--- src/rtl/gpio_ovr_pkg.sv ---
package gpio_ovr_pkg;
  localparam int PORT_W = 8;
  localparam int ADDR_W = 8;

  localparam logic [ADDR_W-1:0] OFS_DATA = 8'h01;
  localparam logic [ADDR_W-1:0] OFS_DIR  = 8'h05;
  localparam logic [ADDR_W-1:0] OFS_PWM  = 8'h78;

  typedef logic [PORT_W-1:0] port_vec_t;

  // Per-bit readback: latch where the pin is an output, synchronized pad otherwise.
  function automatic port_vec_t data_readback(port_vec_t dir, port_vec_t latch, port_vec_t pin);
    return (dir & latch) | (~dir & pin);
  endfunction

  // Per-bit pad value: PWM channel where taken over, latch otherwise.
  function automatic logic pad_value(logic take, logic pwm, logic latch);
    return take ? pwm : latch;
  endfunction

  // Per-bit output enable: driven when taken over or set as output.
  function automatic logic pad_enable(logic take, logic dir);
    return take | dir;
  endfunction
endpackage

--- src/rtl/gpio_ovr_sync.sv ---
module gpio_ovr_sync #(
  parameter int W = 8
) (
  input  logic         clk,
  input  logic         rst_n,
  input  logic [W-1:0] d_async,
  output logic [W-1:0] d_sync
);
  logic [W-1:0] stage1_q;
  logic [W-1:0] stage2_q;

  always_ff @(posedge clk or negedge rst_n) begin
    if (!rst_n) begin
      stage1_q <= '0;
      stage2_q <= '0;
    end else begin
      stage1_q <= d_async;
      stage2_q <= stage1_q;
    end
  end

  assign d_sync = stage2_q;

  // Cycles since reset, saturating, so the latency check never reaches before reset.
  logic [1:0] warm_q;
  always_ff @(posedge clk or negedge rst_n) begin
    if (!rst_n) warm_q <= '0;
    else if (warm_q != 2'd3) warm_q <= warm_q + 2'd1;
  end

  assert_sync_latency_R8: assert property (@(posedge clk) disable iff (!rst_n)
    (warm_q == 2'd3) |-> (d_sync == $past(d_async, 2)));
endmodule

--- src/rtl/gpio_ovr_regs.sv ---
module gpio_ovr_regs
  import gpio_ovr_pkg::*;
#(
  parameter int W  = PORT_W,
  parameter int AW = ADDR_W
) (
  input  logic          clk,
  input  logic          rst_n,
  input  logic [AW-1:0] addr,
  input  logic          wr,
  input  logic [W-1:0]  wdata,
  output logic [W-1:0]  dir_q,
  output logic [W-1:0]  latch_q,
  output logic [W-1:0]  take_q
);
  logic wr_dir_hit;
  logic wr_data_hit;
  logic wr_take_hit;

  assign wr_dir_hit  = wr && (addr == OFS_DIR);
  assign wr_data_hit = wr && (addr == OFS_DATA);
  assign wr_take_hit = wr && (addr == OFS_PWM);

  always_ff @(posedge clk or negedge rst_n) begin
    if (!rst_n) begin
      dir_q   <= '0;
      latch_q <= '0;
      take_q  <= '0;
    end else begin
      if (wr_dir_hit)  dir_q   <= wdata;
      if (wr_data_hit) latch_q <= wdata;
      if (wr_take_hit) take_q  <= wdata;
    end
  end

  assert_dir_write_R2: assert property (@(posedge clk) disable iff (!rst_n)
    (wr && addr == OFS_DIR) |=> (dir_q == $past(wdata)));

  assert_latch_hold_R5: assert property (@(posedge clk) disable iff (!rst_n)
    !(wr && addr == OFS_DATA) |=> $stable(latch_q));

  assert_take_write_R6: assert property (@(posedge clk) disable iff (!rst_n)
    (wr && addr == OFS_PWM) |=> (take_q == $past(wdata)));

  assert_dir_kept_R7: assert property (@(posedge clk) disable iff (!rst_n)
    !(wr && addr == OFS_DIR) |=> $stable(dir_q));
endmodule

--- src/rtl/gpio_ovr_pinmux.sv ---
module gpio_ovr_pinmux
  import gpio_ovr_pkg::*;
#(
  parameter int W = PORT_W
) (
  input  logic [W-1:0] dir,
  input  logic [W-1:0] latch,
  input  logic [W-1:0] take,
  input  logic [W-1:0] pwm,
  output logic [W-1:0] pad_out,
  output logic [W-1:0] pad_oe
);
  for (genvar i = 0; i < W; i++) begin : g_pin
    assign pad_out[i] = pad_value(take[i], pwm[i], latch[i]);
    assign pad_oe[i]  = pad_enable(take[i], dir[i]);
  end
endmodule

--- src/rtl/gpio_ovr_port.sv ---
module gpio_ovr_port
  import gpio_ovr_pkg::*;
(
  input  logic              clk,
  input  logic              rst_n,
  input  logic [ADDR_W-1:0] bus_addr,
  input  logic              bus_wr,
  input  logic [PORT_W-1:0] bus_wdata,
  output logic [PORT_W-1:0] bus_rdata,
  input  logic [PORT_W-1:0] pad_in,
  input  logic [PORT_W-1:0] pwm_line,
  output logic [PORT_W-1:0] pad_out,
  output logic [PORT_W-1:0] pad_oe
);
  logic [PORT_W-1:0] dir_q;
  logic [PORT_W-1:0] latch_q;
  logic [PORT_W-1:0] take_q;
  logic [PORT_W-1:0] pin_sync;
  logic [PORT_W-1:0] data_view;

  gpio_ovr_regs #(.W(PORT_W), .AW(ADDR_W)) u_regs (
    .clk(clk), .rst_n(rst_n), .addr(bus_addr), .wr(bus_wr), .wdata(bus_wdata),
    .dir_q(dir_q), .latch_q(latch_q), .take_q(take_q)
  );

  gpio_ovr_sync #(.W(PORT_W)) u_sync (
    .clk(clk), .rst_n(rst_n), .d_async(pad_in), .d_sync(pin_sync)
  );

  gpio_ovr_pinmux #(.W(PORT_W)) u_mux (
    .dir(dir_q), .latch(latch_q), .take(take_q), .pwm(pwm_line),
    .pad_out(pad_out), .pad_oe(pad_oe)
  );

  assign data_view = data_readback(dir_q, latch_q, pin_sync);

  always_comb begin
    case (bus_addr)
      OFS_DATA: bus_rdata = data_view;
      OFS_DIR:  bus_rdata = dir_q;
      OFS_PWM:  bus_rdata = take_q;
      default:  bus_rdata = '0;
    endcase
  end

  // An output pin that is not taken over must match the value last written to the data offset.
  logic [PORT_W-1:0] last_data_wr_q;
  always_ff @(posedge clk or negedge rst_n) begin
    if (!rst_n) last_data_wr_q <= '0;
    else if (bus_wr && bus_addr == OFS_DATA) last_data_wr_q <= bus_wdata;
  end

  assert_out_drive_R3: assert property (@(posedge clk) disable iff (!rst_n)
    ((pad_oe & ~take_q & pad_out) == (pad_oe & ~take_q & last_data_wr_q)));
endmodule

--- config.mk ---
export PLATFORM = sky130hd
export DESIGN_NAME = gpio_ovr_port
export DESIGN_NICKNAME = d
export VERILOG_FILES = /design/src/rtl/gpio_ovr_pkg.sv /design/src/rtl/gpio_ovr_sync.sv /design/src/rtl/gpio_ovr_regs.sv /design/src/rtl/gpio_ovr_pinmux.sv /design/src/rtl/gpio_ovr_port.sv
export SDC_FILE = /design/constraint.sdc
export NUM_CORES = 1
export LEC_CHECK = 0
export BUFFER_PORTS_ARGS = -buffer_cell sky130_fd_sc_hd__buf_4
export CAP_MARGIN = 30
export CORE_ASPECT_RATIO = 0.5
export CORE_MARGIN = 10
export CORE_UTILIZATION = 45
export CTS_BUF_LIST = sky130_fd_sc_hd__clkbuf_8
export DETAILED_ROUTE_END_ITERATION = 6
export GPL_TIMING_DRIVEN = 0
export PLACE_DENSITY = 0.83
export SYNTH_ARGS = -nofsm -noshare
export SYNTH_HDL_FRONTEND = slang
export SYNTH_SLANG_ARGS = --single-unit
--- constraint.sdc ---
create_clock -name clk -period 2.15 [get_ports clk]
set_clock_uncertainty 0.1 [all_clocks]
set_input_delay 0.645 -clock clk [delete_from_list [all_inputs] [get_ports clk]]
set_output_delay 0.645 -clock clk [all_outputs]
set_load 0.005 [all_outputs]
* After elaboration in Yosys (flattened, before gate mapping)
Cells that the tools add are included.
** Storage, ports and cells
- Register bits :: 40
- Logic and storage cells :: 32
- Output and inout bits :: 24
** Operators by class
- Reduce and logical (&&, ||, !) cells :: 3
- Mux-type cells :: 9
- Equality and inequality tests :: 3
- Bitwise operators :: 12
** Operator list (number)
- 8-bit case mux with 3 select lines :: 1
- 8-bit AND :: 2
- 8-bit by 1-bit equality test with 1-bit output (second input constant) :: 1
- 8-bit by 3-bit equality test with 1-bit output (second input constant) :: 1
- 8-bit by 7-bit equality test with 1-bit output (second input constant) :: 1
- 1-bit 2-to-1 mux :: 8
- 8-bit inverter :: 1
- 1-bit bitwise OR :: 8
- 8-bit bitwise OR :: 1
- 1-bit logical AND :: 3

* Depth between registers and ports, before layout
Gate-level depths: netlist (run 1).
- Depth after elaboration :: 4
- Depth in mapped cells :: 5
- Depth with buffers taken out :: 3

* Modules after synthesis
Synthesis (run 1) repeated with hierarchy kept, for this count alone.
** Unflattened totals
- Cell total of the unflattened synthesis :: 127
- Area total of the unflattened synthesis :: 1806.7 um2
** By module, submodules not included
- gpio_ovr_regs :: cells each 55, instances 1, area an instance 967.2 um2, sequential area each 600.6 um2
- gpio_ovr_sync :: cells each 16, instances 1, area an instance 400.4 um2, sequential area each 400.4 um2
- gpio_ovr_port :: cells each 40, instances 1, area an instance 269.0 um2, sequential area each 0.0 um2
- gpio_ovr_pinmux :: cells each 16, instances 1, area an instance 170.2 um2, sequential area each 0.0 um2

* Worst setup path before layout (run 1)
Ideal clock, no wire load.
- Kind :: input port to output port
- Start :: input port bus_addr[7]
- End :: output port bus_rdata[0]
- Slack :: -0.207 ns
- Cell stages on the path :: 4
- Arrival :: 1.612 ns
- Path buffers :: 1
- Path through :: nor4b_2 > buf_4 > nand3_1 > o211ai_1
** Between the ends
- Word-level cells in the longest chain between the ends :: 2
- Elaborated cells between the ends (all ways) :: 4
- Classes of those cells :: eq/ne (3); mux (1)
** Ends and longest elaborated chain
- start: declaration :: RTL line gpio_ovr_port.sv:6 : input logic [ADDR_W-1:0] bus_addr,
- 8-bit by 7-bit equality test with 1-bit output (tied with other cells) :: RTL line gpio_ovr_port.sv:38 : case (bus_addr)
- 8-bit case mux with 3 select lines * :: RTL line gpio_ovr_port.sv:38
- end: declaration :: RTL line gpio_ovr_port.sv:9 : output logic [PORT_W-1:0] bus_rdata,
Every way passes the cells marked *; elsewhere a longest branch is shown, timed or not.

* Final worst setup path (run 1)
- Start :: input port bus_addr[3]
- End :: output port bus_rdata[6]
Same word-level chain as after synthesis.

==> results of run 1 <==
[metrics by stage]
step,total power [mW],setup WS [ns],utilization
2_1_floorplan,0.892,-0.0294,-
3_3_place_gp,1.01,-0.439,0.599
3_5_place_dp,1.02,-0.436,0.599
4_1_cts,1.70,-0.326,0.643
5_1_grt,1.74,-0.426,0.645
6_report,1.68,-0.325,0.645
[Yosys cell counts (all sizes together)]
master	instances
buf	3
nor2	2
clkbuf	1
dfrtp	40
or2	8
and4	1
nor4b	2
mux2	32
and2	1
o211ai	8
nand4	1
mux2i	8
nand3	18
and4bb	2
[sequential cells by signal, summed over array words and instances, names as in the netlist]
| name | count |
|---|---|
| u_regs.dir_q | 8 |
| u_regs.latch_q | 8 |
| u_regs.take_q | 8 |
| u_sync.d_sync | 8 |
| u_sync.stage1_q | 8 |
[repair_timing]
action,CTS,global route
endpoints found under the setup margin,8,8
gates resized for setup,2,0
buffers inserted,5,1
pin swaps,4,3
[layout make-up]
class | count | share of cell area
Clock buffer | 7 | 0.0389
Timing Repair Buffer | 64 | 0.197
Clock inverter | 1 | 0.0121
Multi-Input combinational cell | 83 | 0.312
Sequential cell | 40 | 0.404
Buffer | 3 | 0.00859
Tap cell | 54 | 0.0273
[worst max-delay path by stage]
stage,startpoint,endpoint,slack [ns],cells past startpoint
finish,bus_addr[3],bus_rdata[6],-0.33,6
global route,bus_addr[3],bus_rdata[6],-0.43,6
CTS,bus_addr[3],bus_rdata[4],-0.33,6
detailed placement,bus_addr[7],bus_rdata[4],-0.44,6
global placement,bus_addr[7],bus_rdata[4],-0.44,6
floorplan,bus_addr[7],bus_rdata[0],-0.03,4
[kinds of logic after synthesis]
family                 Yosys count  synth area share
AOI/OAI and AO/OA                8            0.0339
DFF                             40             0.564
muxes                           40             0.248
buffers and inverters            4            0.0120
and+or+nand+nor                 35             0.142
[worst max-delay path: cells and delay by family]
kind                   cells  cell delay (ns)
and+or+nand+nor            2             0.45
buffers and inverters      3             0.41
AOI/OAI and AO/OA          1             0.22
[layer usage]
| metal | vias to the layer above | wire length [um] | global-route usage | part of all wire |
|---|---|---|---|---|
| met3 | 11 | 203 | 0.0390 | 0.046 |
| met4 | 0 | 110 | 0.0784 | 0.025 |
| li1 | 616 | - | - | - |
| met2 | 30 | 2360 | 0.228 | 0.53 |
| met1 | 652 | 1750 | 0.147 | 0.40 |
| met5 | - | 0 | 0 | 0 |
[power by group through the flow]
stage / combinational [mW] / sequential (mW) / clock [mW]
floorplan: 0.0715 / 0.821 / 0
global placement: 0.186 / 0.826 / 0
detailed placement: 0.192 / 0.829 / 0
CTS: 0.197 / 0.814 / 0.690
global route: 0.213 / 0.818 / 0.714
finish: 0.194 / 0.814 / 0.668
==> impl_metrics.json, run 1 <==
{
  "setup_tns_ns": -2.49,
  "wl_um": 4420,
  "final-max-slew-violation-count": 0,
  "fin_area_um2": 2480,
  "clkTransAtPathRegs_ns": 0.08,
  "grt_usage": 0.134,
  "gp_congestion": 0.714,
  "crit_type": "input pin to primary output",
  "avgRoutedWirePerCell_um": 17.5,
  "reg2reg_from": "u_regs.dir_q[1]",
  "syn_nets": 162,
  "regToRegSetupSlack_ns": 1.24,
  "hold_viol_final": 0,
  "layout_commonest_cell": "buf_4",
  "hold_class": "input pin to async pin",
  "seqPwrFrac": 0.486,
  "cts_sinks": 40,
  "viasPerCell": 5.19,
  "whs_ns": 0.206,
  "final_nets": 232,
  "rows": 16,
  "clockPowerShare": 0.399,
  "status": "finished with violations",
  "p_sw_mw": 0.357,
  "hpwl_um": 3260,
  "diodes": 0,
  "critPathMaxFanout": 8,
  "netSwitchingFraction": 0.213,
  "fmax_ghz": 0.404,
  "netlist_instances": 127,
  "synth-seq-area-share": 0.564,
  "multi_input_comb_area_um2": 773,
  "violations": "negative setup slack",
  "fillers": 299,
  "slowest_stage": "nor4b_4",
  "ys_types": 18,
  "rsz0062_at_grt": "true",
  "drt_pass1_iterations": 4,
  "clock_latency_ns": 0.30,
  "ir_worst_vdd_v": 0.000451,
  "leakage_nw": 1.24,
  "initial_core_util": 0.462,
  "fin_crit_sh": 1.15,
  "fin_crit_ns": 2.48,
  "grt_first_pass_wirelength_um": 7330,
  "final.setup.worst_slack_ns": -0.325,
  "power.internal_mw": 1.32,
  "yosys_register_bits": 40,
  "antenna_found_initial": 0,
  "end_kind": "primary output",
  "place_area_um2": 2300,
  "yosysWarnings": 0,
  "synth_top_area_share": 0.564,
  "grt_max_degree": 41,
  "areaGrowthSynthToFinish_pct": 39.6,
  "antenna_left": 0,
  "die_x_um": 109,
  "gr-total-overflow": 0,
  "stdcell_count": 252,
  "synth.avg_cell_area_um2": 14.0,
  "dp.cells": 239,
  "combPwrFrac": 0.116,
  "via_count": 1309,
  "report.final.setup_viol": 8,
  "register_area_um2": 1000,
  "worst_ep_required_time_ns": 1.40,
  "cts_tree": "yes",
  "cts_root_buffer": "clkbuf_8",
  "ios": 59,
  "synthTopCellsByArea": "dfrtp_1 56%, mux2_2 20%, nand3_1 4.8%",
  "worstPathArrival_ns": 1.73,
  "cts_made_buffers": 5,
  "drive_gt1_frac": 0.611,
  "core_um2": 3840,
  "dieArea_um2": 7010,
  "drc": 0,
  "io_buffers": 58,
  "power_density_nw_per_um2": 676,
  "final_cell_mix": "62 x buf_4, 40 x dfrtp_1, 32 x mux2_2",
  "drt_iter0_markers": 51,
  "maxCapViolCount": 0,
  "slowest_delay_ns": 0.32,
  "worstMarginPinSlew_ns": 0.490,
  "clockBufferDepth": 2,
  "worstSetupStartpointType": "input pin",
  "path_common_cell": "buf_6",
  "h-tree-depth": 2,
  "die-height_um": 64.4,
  "cts-hold-fix-buffers": 0,
  "synth_top_area_cell": "dfrtp_1",
  "grt_pass1_vias": 1484,
  "syn_area_um2": 1770,
  "slew-limit-headroom": 0.674,
  "r2r-end": "u_regs.dir_q[1]",
  "path_cells": "buf_6, nor4b_4, buf_6, nand3_4, o211ai_1, buf_4",
  "r2r_cells": 1
}
Power figures use the tool's default switching activity.
==> inputs of run 2 (changes only) <==
CORE_ASPECT_RATIO = 0.7   (was 0.5)
PLACE_DENSITY = 0.8   (was 0.83)
clock period = 2.95 ns   (was 2.15 ns; I/O delays follow)
==> impl_metrics.json, run 2 (synthesis results as in run 1) <==
{
  "status": "finished with violations",
  "violations": "negative setup slack",
  "viasPerCell": 5.40,
  "worstPathArrival_ns": 2.04,
  "rows": 18,
  "slowest_delay_ns": 0.31,
  "critPathMaxFanout": 9,
  "areaGrowthSynthToFinish_pct": 36.5,
  "clockPowerShare": 0.326,
  "final-max-slew-violation-count": 0,
  "hpwl_um": 3360,
  "end_kind": "primary output",
  "setup_tns_ns": -0.176,
  "fmax_ghz": 0.330,
  "core_um2": 3650,
  "diodes": 0,
  "antenna_found_initial": 0,
  "path_delay_family": "buffers and inverters",
  "drive_gt1_frac": 0.597,
  "combPwrFrac": 0.130,
  "io_buffers": 58,
  "h-tree-depth": 2,
  "avgRoutedWirePerCell_um": 18.4,
  "cts_made_buffers": 5,
  "finalPower_mw": 1.09,
  "maxCapViolCount": 0,
  "critPathBufInv": 4,
  "wl_um": 4520,
  "fin_crit_sh": 1.03,
  "via_count": 1328,
  "layout_commonest_cell": "buf_4",
  "cts_sinks": 40,
  "grt_usage": 0.135,
  "clock_latency_ns": 0.28,
  "gr-total-overflow": 0,
  "cts-hold-fix-buffers": 0,
  "p_sw_mw": 0.245,
  "worst_ep_required_time_ns": 1.97,
  "die_x_um": 95.1,
  "leakage_nw": 1.21,
  "power_density_nw_per_um2": 451,
  "hold_viol_final": 0,
  "final.setup.worst_slack_ns": -0.0769,
  "crit_type": "input pin to primary output",
  "hold_class": "register to register",
  "grt_pass1_vias": 1452,
  "slew-limit-headroom": 0.672,
  "gp_congestion": 0.782,
  "initial_core_util": 0.486,
  "grt_max_degree": 41,
  "worstMarginPinSlew_ns": 0.491,
  "grt_first_pass_wirelength_um": 7310,
  "drt_iter0_markers": 46,
  "fillers": 277,
  "seqPwrFrac": 0.544,
  "slowest_stage": "nor4b_4",
  "report.final.setup_viol": 7,
  "ios": 59,
  "clockBufferDepth": 2,
  "cts_tree": "yes",
  "fin_crit_ns": 3.03,
  "die-height_um": 72.5,
  "worstSetupStartpointType": "input pin",
  "final_nets": 230,
  "netSwitchingFraction": 0.224,
  "drt_pass1_iterations": 4,
  "drc": 0,
  "ir_worst_vdd_v": 0.000337,
  "dieArea_um2": 6890,
  "cts_root_buffer": "clkbuf_8",
  "path_cells": "buf_6, nor4b_4, buf_4, buf_6, nand3_1, o211ai_1, buf_4",
  "antenna_left": 0,
  "power.internal_mw": 0.846,
  "final_cell_mix": "60 x buf_4, 40 x dfrtp_1, 32 x mux2_2",
  "rsz0062_at_grt": "true",
  "clkTransAtPathRegs_ns": 0.08
}
-- run 2: cell types whose count changed in the layout (fill, tap and decap cells not counted) --
| cell | delta |
|---|---|
| inv_1 | +2 |
| bufinv_16 | -1 |
| clkbuf_8 | -1 |
| buf_4 | -2 |
-- run 2: path summary, 6_finish.rpt --
path | start | end | slack, ns | depth (start not counted)
worst max register to register | u_regs.dir_q[5] | u_regs.dir_q[5] | 2.03 | 1
min in group asynchronous | rst_n | u_regs.latch_q[0] | 0.46 | 1
worst max-delay path | bus_addr[3] | bus_rdata[1] | -0.08 | 7
worst min-delay path | u_sync.stage1_q[3] | u_sync.d_sync[3] | 0.25 | 0
max in group asynchronous | rst_n | u_sync.stage1_q[6] | 1.94 | 1
worst min register to register | u_sync.stage1_q[3] | u_sync.d_sync[3] | 0.25 | 0
-- run 2: layout make-up --
class                           instances  area [um^2]  share of cell area
Buffer                                  3         17.5             0.00724
Clock buffer                            6         82.6              0.0341
Sequential cell                        40         1000               0.413
Clock inverter                          2         7.51             0.00310
Multi-Input combinational cell         83          773               0.319
Timing Repair Buffer                   62          477               0.197
Tap cell                               50         62.6              0.0258
-- run 2: metal layers --
| layer | wire length, um | global-route usage | vias up |
|---|---|---|---|
| met1 | 1880 | 0.154 | 653 |
| met3 | 411 | 0.0534 | 7 |
| met2 | 2160 | 0.228 | 60 |
| met5 | 0 | 0 | - |
| li1 | - | - | 608 |
| met4 | 57 | 0.0430 | 0 |
-- run 2: stage by stage --
step / setup slack (ns) / util / area (um^2) / std cells / hold WS [ns]
floorplan: 0.113 / - / 1770 / 127 / 0.231
global placement: -0.446 / 0.623 / 2270 / 235 / 0.231
detailed placement: -0.487 / 0.623 / 2270 / 235 / 0.236
CTS: -0.0474 / 0.664 / 2420 / 246 / 0.253
global route: -0.163 / 0.664 / 2420 / 246 / 0.259
finish: -0.0769 / 0.664 / 2420 / 246 / 0.251
-- run 2: what timing repair did --
item	CTS	global route
cloned	0	0
resized for setup	6	0
buffers inserted	4	0
pin swaps	5	5
setup endpoints to repair	8	8
-- run 2: power groups by stage --
stage               clock [mW]  combinational [mW]  sequential, mW
floorplan                    0              0.0502           0.598
finish                   0.356               0.142           0.593
detailed placement           0               0.138           0.603
global route             0.391               0.156           0.597
global placement             0               0.132           0.601
CTS                      0.365               0.144           0.593
